File: config.mk
export PLATFORM = sky130hd
export DESIGN_NAME = dual_wiper_bank
export DESIGN_NICKNAME = d
export VERILOG_FILES = /design/src/rtl/dwb_pkg.sv /design/src/rtl/dwb_tap_decode.sv /design/src/rtl/dwb_channel.sv /design/src/rtl/dwb_nv_ctrl.sv /design/src/rtl/dual_wiper_bank.sv
export SDC_FILE = /design/constraint.sdc
export NUM_CORES = 1
export LEC_CHECK = 0
export BUFFER_PORTS_ARGS = -buffer_cell sky130_fd_sc_hd__buf_2
export CELL_PAD_IN_SITES_DETAIL_PLACEMENT = 1
export CELL_PAD_IN_SITES_GLOBAL_PLACEMENT = 2
export CORE_AREA = 2 2 217 219
export CTS_BUF_LIST = sky130_fd_sc_hd__clkbuf_4 sky130_fd_sc_hd__clkbuf_8 sky130_fd_sc_hd__clkbuf_16
export CTS_CLUSTER_DIAMETER = 150
export DETAILED_ROUTE_END_ITERATION = 10
export DIE_AREA = 0 0 219 221
export PLACE_DENSITY = 0.75
export SLEW_MARGIN = 20
export SYNTH_ARGS = -nofsm -noshare
export SYNTH_HDL_FRONTEND = slang
export SYNTH_HIERARCHICAL = 1
export SYNTH_SLANG_ARGS = --single-unit
File: constraint.sdc
create_clock -name clk -period 4.46 [get_ports clk]
set_input_delay 0.446 -clock clk [delete_from_list [all_inputs] [get_ports clk]]
set_output_delay 0.446 -clock clk [all_outputs]
set_load 0.01 [all_outputs]
File: src/rtl/dwb_pkg.sv
package dwb_pkg;
  typedef enum logic [2:0] {
    OP_RD_WIPER = 3'd0,
    OP_WR_WIPER = 3'd1,
    OP_RD_DATA  = 3'd2,
    OP_WR_DATA  = 3'd3,
    OP_XFR_D2W  = 3'd4,
    OP_XFR_W2D  = 3'd5,
    OP_GXFR_D2W = 3'd6,
    OP_GXFR_W2D = 3'd7
  } op_e;

  typedef enum logic [1:0] {
    NV_IDLE  = 2'd0,
    NV_ARMED = 2'd1,
    NV_BUSY  = 2'd2
  } nv_state_e;
endpackage

File: src/rtl/dwb_tap_decode.sv
module dwb_tap_decode #(
  parameter int CODE_W = 8,
  localparam int TAPS = 1 << CODE_W
) (
  input  logic [CODE_W-1:0] code,
  output logic [TAPS-1:0]   tap
);
  for (genvar i = 0; i < TAPS; i++) begin : g_tap
    assign tap[i] = (code == CODE_W'(i));
  end
endmodule

File: src/rtl/dwb_channel.sv
module dwb_channel #(
  parameter int CODE_W = 8,
  parameter int NREG   = 4,
  localparam int IDX_W = $clog2(NREG),
  localparam int TAPS  = 1 << CODE_W
) (
  input  logic              clk,
  input  logic              rst_n,
  input  logic              recall,
  input  logic              wiper_we,
  input  logic [CODE_W-1:0] wiper_wdata,
  input  logic              dr_we,
  input  logic [IDX_W-1:0]  dr_widx,
  input  logic [CODE_W-1:0] dr_wdata,
  input  logic [IDX_W-1:0]  dr_ridx,
  output logic [CODE_W-1:0] dr_rdata,
  output logic [CODE_W-1:0] wiper,
  output logic [TAPS-1:0]   tap_sel
);
  logic [CODE_W-1:0] store_q [NREG];
  logic [CODE_W-1:0] wiper_d, wiper_q;
  logic              wiper_en;

  // storage cells model nonvolatile memory: no reset
  always_ff @(posedge clk) begin
    if (dr_we) store_q[dr_widx] <= dr_wdata;
  end

  assign dr_rdata = store_q[dr_ridx];

  always_comb begin
    wiper_en = recall | wiper_we;
    wiper_d  = recall ? store_q[0] : wiper_wdata;
  end

  always_ff @(posedge clk or negedge rst_n) begin
    if (!rst_n)        wiper_q <= '0;
    else if (wiper_en) wiper_q <= wiper_d;
  end

  assign wiper = wiper_q;

  dwb_tap_decode #(.CODE_W(CODE_W)) u_dec (
    .code (wiper_q),
    .tap  (tap_sel)
  );
endmodule

File: src/rtl/dwb_nv_ctrl.sv
module dwb_nv_ctrl
  import dwb_pkg::*;
#(
  parameter int NPOT      = 2,
  parameter int CODE_W    = 8,
  parameter int IDX_W     = 2,
  parameter int WR_CYCLES = 1250000,
  localparam int CNT_W    = $clog2(WR_CYCLES)
) (
  input  logic                   clk,
  input  logic                   rst_n,
  input  logic                   cs_n,
  input  logic                   wp_n,
  input  logic                   req,
  input  logic [NPOT-1:0]        req_mask,
  input  logic [IDX_W-1:0]       req_idx,
  input  logic [NPOT*CODE_W-1:0] req_data,
  output logic                   commit,
  output logic [NPOT-1:0]        commit_mask,
  output logic [IDX_W-1:0]       commit_idx,
  output logic [NPOT*CODE_W-1:0] commit_data,
  output logic                   wip
);
  localparam logic [CNT_W-1:0] LAST = CNT_W'(WR_CYCLES - 1);

  nv_state_e          state_d, state_q;
  logic [CNT_W-1:0]   cnt_d, cnt_q;
  logic               cap_en;
  logic [NPOT-1:0]        mask_q;
  logic [IDX_W-1:0]       idx_q;
  logic [NPOT*CODE_W-1:0] data_q;

  always_comb begin
    state_d = state_q;
    cnt_d   = cnt_q;
    cap_en  = 1'b0;
    case (state_q)
      NV_IDLE: begin
        if (req && wp_n) begin
          state_d = NV_ARMED;
          cap_en  = 1'b1;
        end
      end
      NV_ARMED: begin
        if (!wp_n) begin
          state_d = NV_IDLE;
        end else if (cs_n) begin
          state_d = NV_BUSY;
          cnt_d   = '0;
        end else if (req) begin
          cap_en  = 1'b1;
        end
      end
      NV_BUSY: begin
        if (cnt_q == LAST) state_d = NV_IDLE;
        else               cnt_d   = cnt_q + 1'b1;
      end
      default: state_d = NV_IDLE;
    endcase
  end

  always_ff @(posedge clk or negedge rst_n) begin
    if (!rst_n) begin
      state_q <= NV_IDLE;
      cnt_q   <= '0;
    end else begin
      state_q <= state_d;
      cnt_q   <= cnt_d;
    end
  end

  always_ff @(posedge clk or negedge rst_n) begin
    if (!rst_n) begin
      mask_q <= '0;
      idx_q  <= '0;
      data_q <= '0;
    end else if (cap_en) begin
      mask_q <= req_mask;
      idx_q  <= req_idx;
      data_q <= req_data;
    end
  end

  assign wip         = (state_q == NV_BUSY);
  assign commit      = wip && (cnt_q == LAST);
  assign commit_mask = mask_q;
  assign commit_idx  = idx_q;
  assign commit_data = data_q;
endmodule

File: src/rtl/dual_wiper_bank.sv
module dual_wiper_bank
  import dwb_pkg::*;
#(
  parameter int NPOT      = 2,
  parameter int CODE_W    = 8,
  parameter int NREG      = 4,
  parameter int WR_CYCLES = 1250000,
  localparam int IDX_W    = $clog2(NREG),
  localparam int POT_W    = (NPOT > 1) ? $clog2(NPOT) : 1,
  localparam int TAPS     = 1 << CODE_W
) (
  input  logic                   clk,
  input  logic                   rst_n,
  input  logic                   cs_n,
  input  logic                   wp_n,
  input  logic                   op_valid,
  input  logic [2:0]             op_code,
  input  logic [POT_W-1:0]       pot_sel,
  input  logic [IDX_W-1:0]       reg_sel,
  input  logic [CODE_W-1:0]      wr_data,
  output logic [CODE_W-1:0]      rd_data,
  output logic [NPOT*CODE_W-1:0] wiper_code,
  output logic [NPOT*TAPS-1:0]   tap_sel,
  output logic                   wip
);
  logic rst_s1, rst_s;
  logic recall_q;
  op_e  op;
  logic op_fire;

  logic [CODE_W-1:0]      wiper_a   [NPOT];
  logic [CODE_W-1:0]      dr_rd_a   [NPOT];
  logic [CODE_W-1:0]      wiper_wd  [NPOT];
  logic [NPOT-1:0]        wiper_we;
  logic                   nv_req;
  logic [NPOT-1:0]        nv_mask;
  logic [NPOT*CODE_W-1:0] nv_data;
  logic                   commit;
  logic [NPOT-1:0]        commit_mask;
  logic [IDX_W-1:0]       commit_idx;
  logic [NPOT*CODE_W-1:0] commit_data;
  logic [CODE_W-1:0]      rd_d, rd_q;
  logic                   rd_en;

  // reset: asserted asynchronously, released on the clock
  always_ff @(posedge clk or negedge rst_n) begin
    if (!rst_n) begin
      rst_s1 <= 1'b0;
      rst_s  <= 1'b0;
    end else begin
      rst_s1 <= 1'b1;
      rst_s  <= rst_s1;
    end
  end

  always_ff @(posedge clk or negedge rst_s) begin
    if (!rst_s) recall_q <= 1'b1;
    else        recall_q <= 1'b0;
  end

  assign op      = op_e'(op_code);
  assign op_fire = op_valid && !cs_n && !recall_q;

  for (genvar p = 0; p < NPOT; p++) begin : g_pot
    logic sel;
    assign sel = (pot_sel == POT_W'(p));

    always_comb begin
      wiper_we[p] = op_fire && ((sel && (op == OP_WR_WIPER || op == OP_XFR_D2W))
                                || op == OP_GXFR_D2W);
      wiper_wd[p] = (op == OP_WR_WIPER) ? wr_data : dr_rd_a[p];
      nv_mask[p]  = sel || (op == OP_GXFR_W2D);
      nv_data[p*CODE_W +: CODE_W] = (op == OP_WR_DATA) ? wr_data : wiper_a[p];
    end

    dwb_channel #(.CODE_W(CODE_W), .NREG(NREG)) u_chan (
      .clk         (clk),
      .rst_n       (rst_s),
      .recall      (recall_q),
      .wiper_we    (wiper_we[p]),
      .wiper_wdata (wiper_wd[p]),
      .dr_we       (commit && commit_mask[p]),
      .dr_widx     (commit_idx),
      .dr_wdata    (commit_data[p*CODE_W +: CODE_W]),
      .dr_ridx     (reg_sel),
      .dr_rdata    (dr_rd_a[p]),
      .wiper       (wiper_a[p]),
      .tap_sel     (tap_sel[p*TAPS +: TAPS])
    );

    assign wiper_code[p*CODE_W +: CODE_W] = wiper_a[p];
  end

  assign nv_req = op_fire &&
                  (op == OP_WR_DATA || op == OP_XFR_W2D || op == OP_GXFR_W2D);

  dwb_nv_ctrl #(
    .NPOT      (NPOT),
    .CODE_W    (CODE_W),
    .IDX_W     (IDX_W),
    .WR_CYCLES (WR_CYCLES)
  ) u_nv (
    .clk         (clk),
    .rst_n       (rst_s),
    .cs_n        (cs_n),
    .wp_n        (wp_n),
    .req         (nv_req),
    .req_mask    (nv_mask),
    .req_idx     (reg_sel),
    .req_data    (nv_data),
    .commit      (commit),
    .commit_mask (commit_mask),
    .commit_idx  (commit_idx),
    .commit_data (commit_data),
    .wip         (wip)
  );

  always_comb begin
    rd_en = op_fire && (op == OP_RD_WIPER || op == OP_RD_DATA);
    rd_d  = (op == OP_RD_WIPER) ? wiper_a[pot_sel] : dr_rd_a[pot_sel];
  end

  always_ff @(posedge clk or negedge rst_s) begin
    if (!rst_s)     rd_q <= '0;
    else if (rd_en) rd_q <= rd_d;
  end

  assign rd_data = rd_q;
endmodule

==> out/summary.md <==
TritonCTS built the clock tree. The netlist area before placement was 0.00991 sq mm; the internal reg-to-reg setup slack was 1.54 ns. The congestion estimate from routability-driven global placement came to 0.820. Area share of the largest cell type after synthesis: 19.4%. The tools report the worst path arrival time as 2.76 ns. Detailed routing inserted a total of 10323 vias. The clock tree root driver cell was sky130_fd_sc_hd__clkbuf_16.

The tools report the capturing element type of the critical path as an output port. For the unique cell type count in the Yosys netlist, the log shows 60. The run gives 1.25 ns as the final worst slack. The total area inside the core boundary comes to 0.0461 sq mm. Counting flops and latches in the post-synthesis netlist gives 134. The count of hold-fix buffers inserted at cts was 1. The die is 221 microns tall. The x dimension of the die is 219 microns. The antenna violation net count after detailed routing is 0. The number of buffers added by the clock tree synthesis step came out at 17.

The initialized floorplan defines 79 standard-cell rows. Leaving out fill and tap cells, the most frequent cell in the layout is sky130_fd_sc_hd__buf_2. The worst-case IR drop observed on VDD is 0.236 mV. After layout, the worst path uses 72.0% of the clock period.

Setup repair after global routing left no endpoint under its margin. Global routing used 18.8% of the available tracks. The final-report max-slew violation count is 0. By area the synthesized netlist is led by sky130_fd_sc_hd__edfxtp_1, sky130_fd_sc_hd__dfrtp_1, sky130_fd_sc_hd__nor2_1. The normalized max-slew margin is 23.1%, and the number of instances resized during post-cts repair is 0. Before CTS, the worst setup slack after placement is 1.54 ns.

The achievable clock frequency is 0.311 GHz, and the fraction of layout cells with a size suffix above 1 is 49.3%. STA classifies the critical path startpoint as a flop. The slew at the pin closest to its max-slew limit came out at 1.15 ns.

For this run, design rule violations remaining after detail routing come to 0. The proportion of synthesized chip area in sequential cells was 37.1%. At the worst endpoint, the required time is 4.01 ns.

The biggest area contributor in the post-synthesis netlist is sky130_fd_sc_hd__edfxtp_1. Pin placement for this block handled 556 I/O pins. Counting cells, the worst reg-to-reg path comes to 7.

The first-pass GRT wire length came out at 68700 microns. The detailed placement HPWL is 36200 microns, and the power density over the cells is 288 mW/mm^2. After clock tree synthesis, the clock-pin slew on the worst setup and hold paths is 0.06 ns. The path type of the worst setup path was reg -> out. The signed area change from the synthesized netlist to the final layout was 34.1%; the final routed wirelength across all metal layers was 48400 microns. After detailed routing, the number of vias per cell comes to 4.70. The tightest min-delay check is of the in -> async type.

Via count of the first global-routing pass: 9727. The area enclosed by the die boundary was 0.0484 sq mm. The effective utilization at floorplan was 21.5%. The worst clock skew came out at 0.00939 ns.

The share of synthesized registers carrying an async set or reset is 52.2%, and the count of routing violations after the opening detailed-route iteration is 713. The average instance in the mapped netlist occupies 8.70 sq um. The tools report the number of H-tree branching levels as 4. Adding up every negative setup slack in the final design gives 0 ns.

For this run, the detailed router's first-pass iteration total came to 7. The clock sink count is 134. The overflow left after global routing was 0. The worst flop-to-flop path endpoint is g_pot[1].u_chan/store_q[2][6].

The final number of hold-violating endpoints is 0, and the number of post-CTS setup repair buffers is 0. The clock latency reported for the late side of the worst-skew pair is 0.42 ns, and the largest net degree at the start of global routing is 37. The final count of negative-setup-slack endpoints was 0; the detail-routed net length per standard cell was 22.0 microns.

The tightest hold path in the finished design has a slack of 0.337 ns. Subtracting the final worst setup slack from the clock period gives 3.21 ns. The most used flip-flop cell after synthesis is sky130_fd_sc_hd__dfrtp_1.

Initial antenna violation count: 5. In this run the critical register-to-register path is launched from u_nv/cnt_q[8]. The count of flip-flops with a built-in enable after synthesis was 64. The count of buffers from port buffering is 555. The run gives 1159 as the synthesized netlist net count. Synthesis produced 1139 cells. Leaving out fill and tap cells, the most frequent cells in the layout are sky130_fd_sc_hd__buf_2, sky130_fd_sc_hd__nor2_1, sky130_fd_sc_hd__dfrtp_1. In this run the worst path has a maximum fanout of 20. The logs give 0 for the max-capacitance violation count and 2 for the maximum number of buffers from clock root to sink. The run finished with clean final reports. Summed over all cells, the static leakage comes to 6.15 nW.

The run gives 1595 as the number of nets in the finished design. Yosys printed 6 warnings.
-- worst max-delay path, stage by stage, from the launching register on --
cell	delay, ns
sky130_fd_sc_hd__dfrtp_1	0.83
sky130_fd_sc_hd__nand4bb_1	0.95
sky130_fd_sc_hd__nor2_1	0.37
sky130_fd_sc_hd__buf_2	0.19
-- sequential cells by signal (all words and copies together), names as in the netlist --
register	flops
g_pot.u_chan/store_q	64
u_nv/cnt_q	21
g_pot.u_chan/wiper	16
u_nv/commit_data	16
rd_data	8
u_nv/commit_idx	2
u_nv/commit_mask	2
u_nv/state_q	2
recall_q	1
rst_s	1
rst_s1	1
-- layer usage --
layer	track usage, %	vias to the layer above	share of wire, %
met1	23.8	5194	42
li1	-	4672	-
met3	4.51	55	7.1
met4	4.03	6	1.3
met2	32.2	396	49
met5	0	-	0.091
-- area by class of cell --
type	count	area [sq um]
fillers	5652	32800
diodes	2	5.00
repair buffers	565	2860
multi-input cells	851	5360
clock buffers	18	433
flip-flops and latches	134	3680
clock inverters	13	173
inverters	6	22.5
well taps	607	759
-- synth_stat cells (3+ instances only) --
cell,n
sky130_fd_sc_hd__inv_1,3
sky130_fd_sc_hd__nor3b_1,3
sky130_fd_sc_hd__buf_6,26
sky130_fd_sc_hd__a41oi_1,8
sky130_fd_sc_hd__mux4_2,24
sky130_fd_sc_hd__edfxtp_1,64
sky130_fd_sc_hd__clkbuf_2,10
sky130_fd_sc_hd__nand2b_1,4
sky130_fd_sc_hd__o21ai_0,21
sky130_fd_sc_hd__nor4_1,3
sky130_fd_sc_hd__dfrtp_1,69
sky130_fd_sc_hd__or4b_4,7
sky130_fd_sc_hd__nand4bb_1,24
sky130_fd_sc_hd__and2_1,4
sky130_fd_sc_hd__a31oi_1,12
sky130_fd_sc_hd__nor2_2,58
sky130_fd_sc_hd__nand4b_1,16
sky130_fd_sc_hd__mux2_2,53
sky130_fd_sc_hd__nand2_1,41
sky130_fd_sc_hd__mux2i_1,19
sky130_fd_sc_hd__nor2_1,442
sky130_fd_sc_hd__nand4_1,5
sky130_fd_sc_hd__buf_2,59
sky130_fd_sc_hd__nor3_1,5
sky130_fd_sc_hd__mux2_4,8
sky130_fd_sc_hd__nand3_1,14
sky130_fd_sc_hd__nor2_4,20
sky130_fd_sc_hd__or4b_1,13
sky130_fd_sc_hd__and3_1,8
sky130_fd_sc_hd__a21oi_1,8
sky130_fd_sc_hd__clkbuf_1,47
-- where the power goes --
group | switching (mW) | internal (mW) | leakage, nW
logic | 0.392 | 0.269 | 4.40
registers | 0.242 | 1.47 | 1.46
clock network | 0.558 | 0.892 | 0.289
-- metrics by stage --
stage | power [mW] | std cells | area [sq um] | utilization, %
6_report | 3.83 | 2196 | 13300 | 28.9
5_1_grt | 4.00 | 2195 | 13300 | 28.8
4_1_cts | 3.86 | 2193 | 13300 | 28.8
3_5_place_dp | 2.40 | 2161 | 12600 | 27.4
3_3_place_gp | 2.37 | 2161 | 12600 | 27.4
2_1_floorplan | 2.16 | 1139 | 9910 | -
-- cell families after synthesis --
group / count (synthesis) / share of synthesized area, %
XOR/XNOR: 2 / 0.177
adder cells (fa/ha/maj): 1 / 0.126
buffers and inverters: 154 / 9.08
flip-flops: 134 / 37.1
AO/OA/AOI/OAI: 60 / 3.94
AND/OR/NAND/NOR: 682 / 34.9
multiplexers: 104 / 14.6
other: 2 / 0.0758
-- worst max-delay path by stage --
stage / slack [ns] / end / startpoint / cells past startpoint
after floorplan: 1.87 / g_pot[1].u_chan/store_q[0][0] / u_nv/cnt_q[8] / 7
final: 1.25 / tap_sel[305] / g_pot[1].u_chan/wiper[4] / 3
after global routing: 0.98 / tap_sel[309] / g_pot[1].u_chan/wiper[5] / 3
after CTS: 1.09 / tap_sel[365] / g_pot[1].u_chan/wiper[6] / 3
after detailed placement: 1.54 / g_pot[1].u_chan/store_q[2][7] / u_nv/cnt_q[8] / 7
after global placement: 1.66 / g_pot[1].u_chan/store_q[0][4] / u_nv/cnt_q[8] / 6
Power figures use the tool's default switching activity.
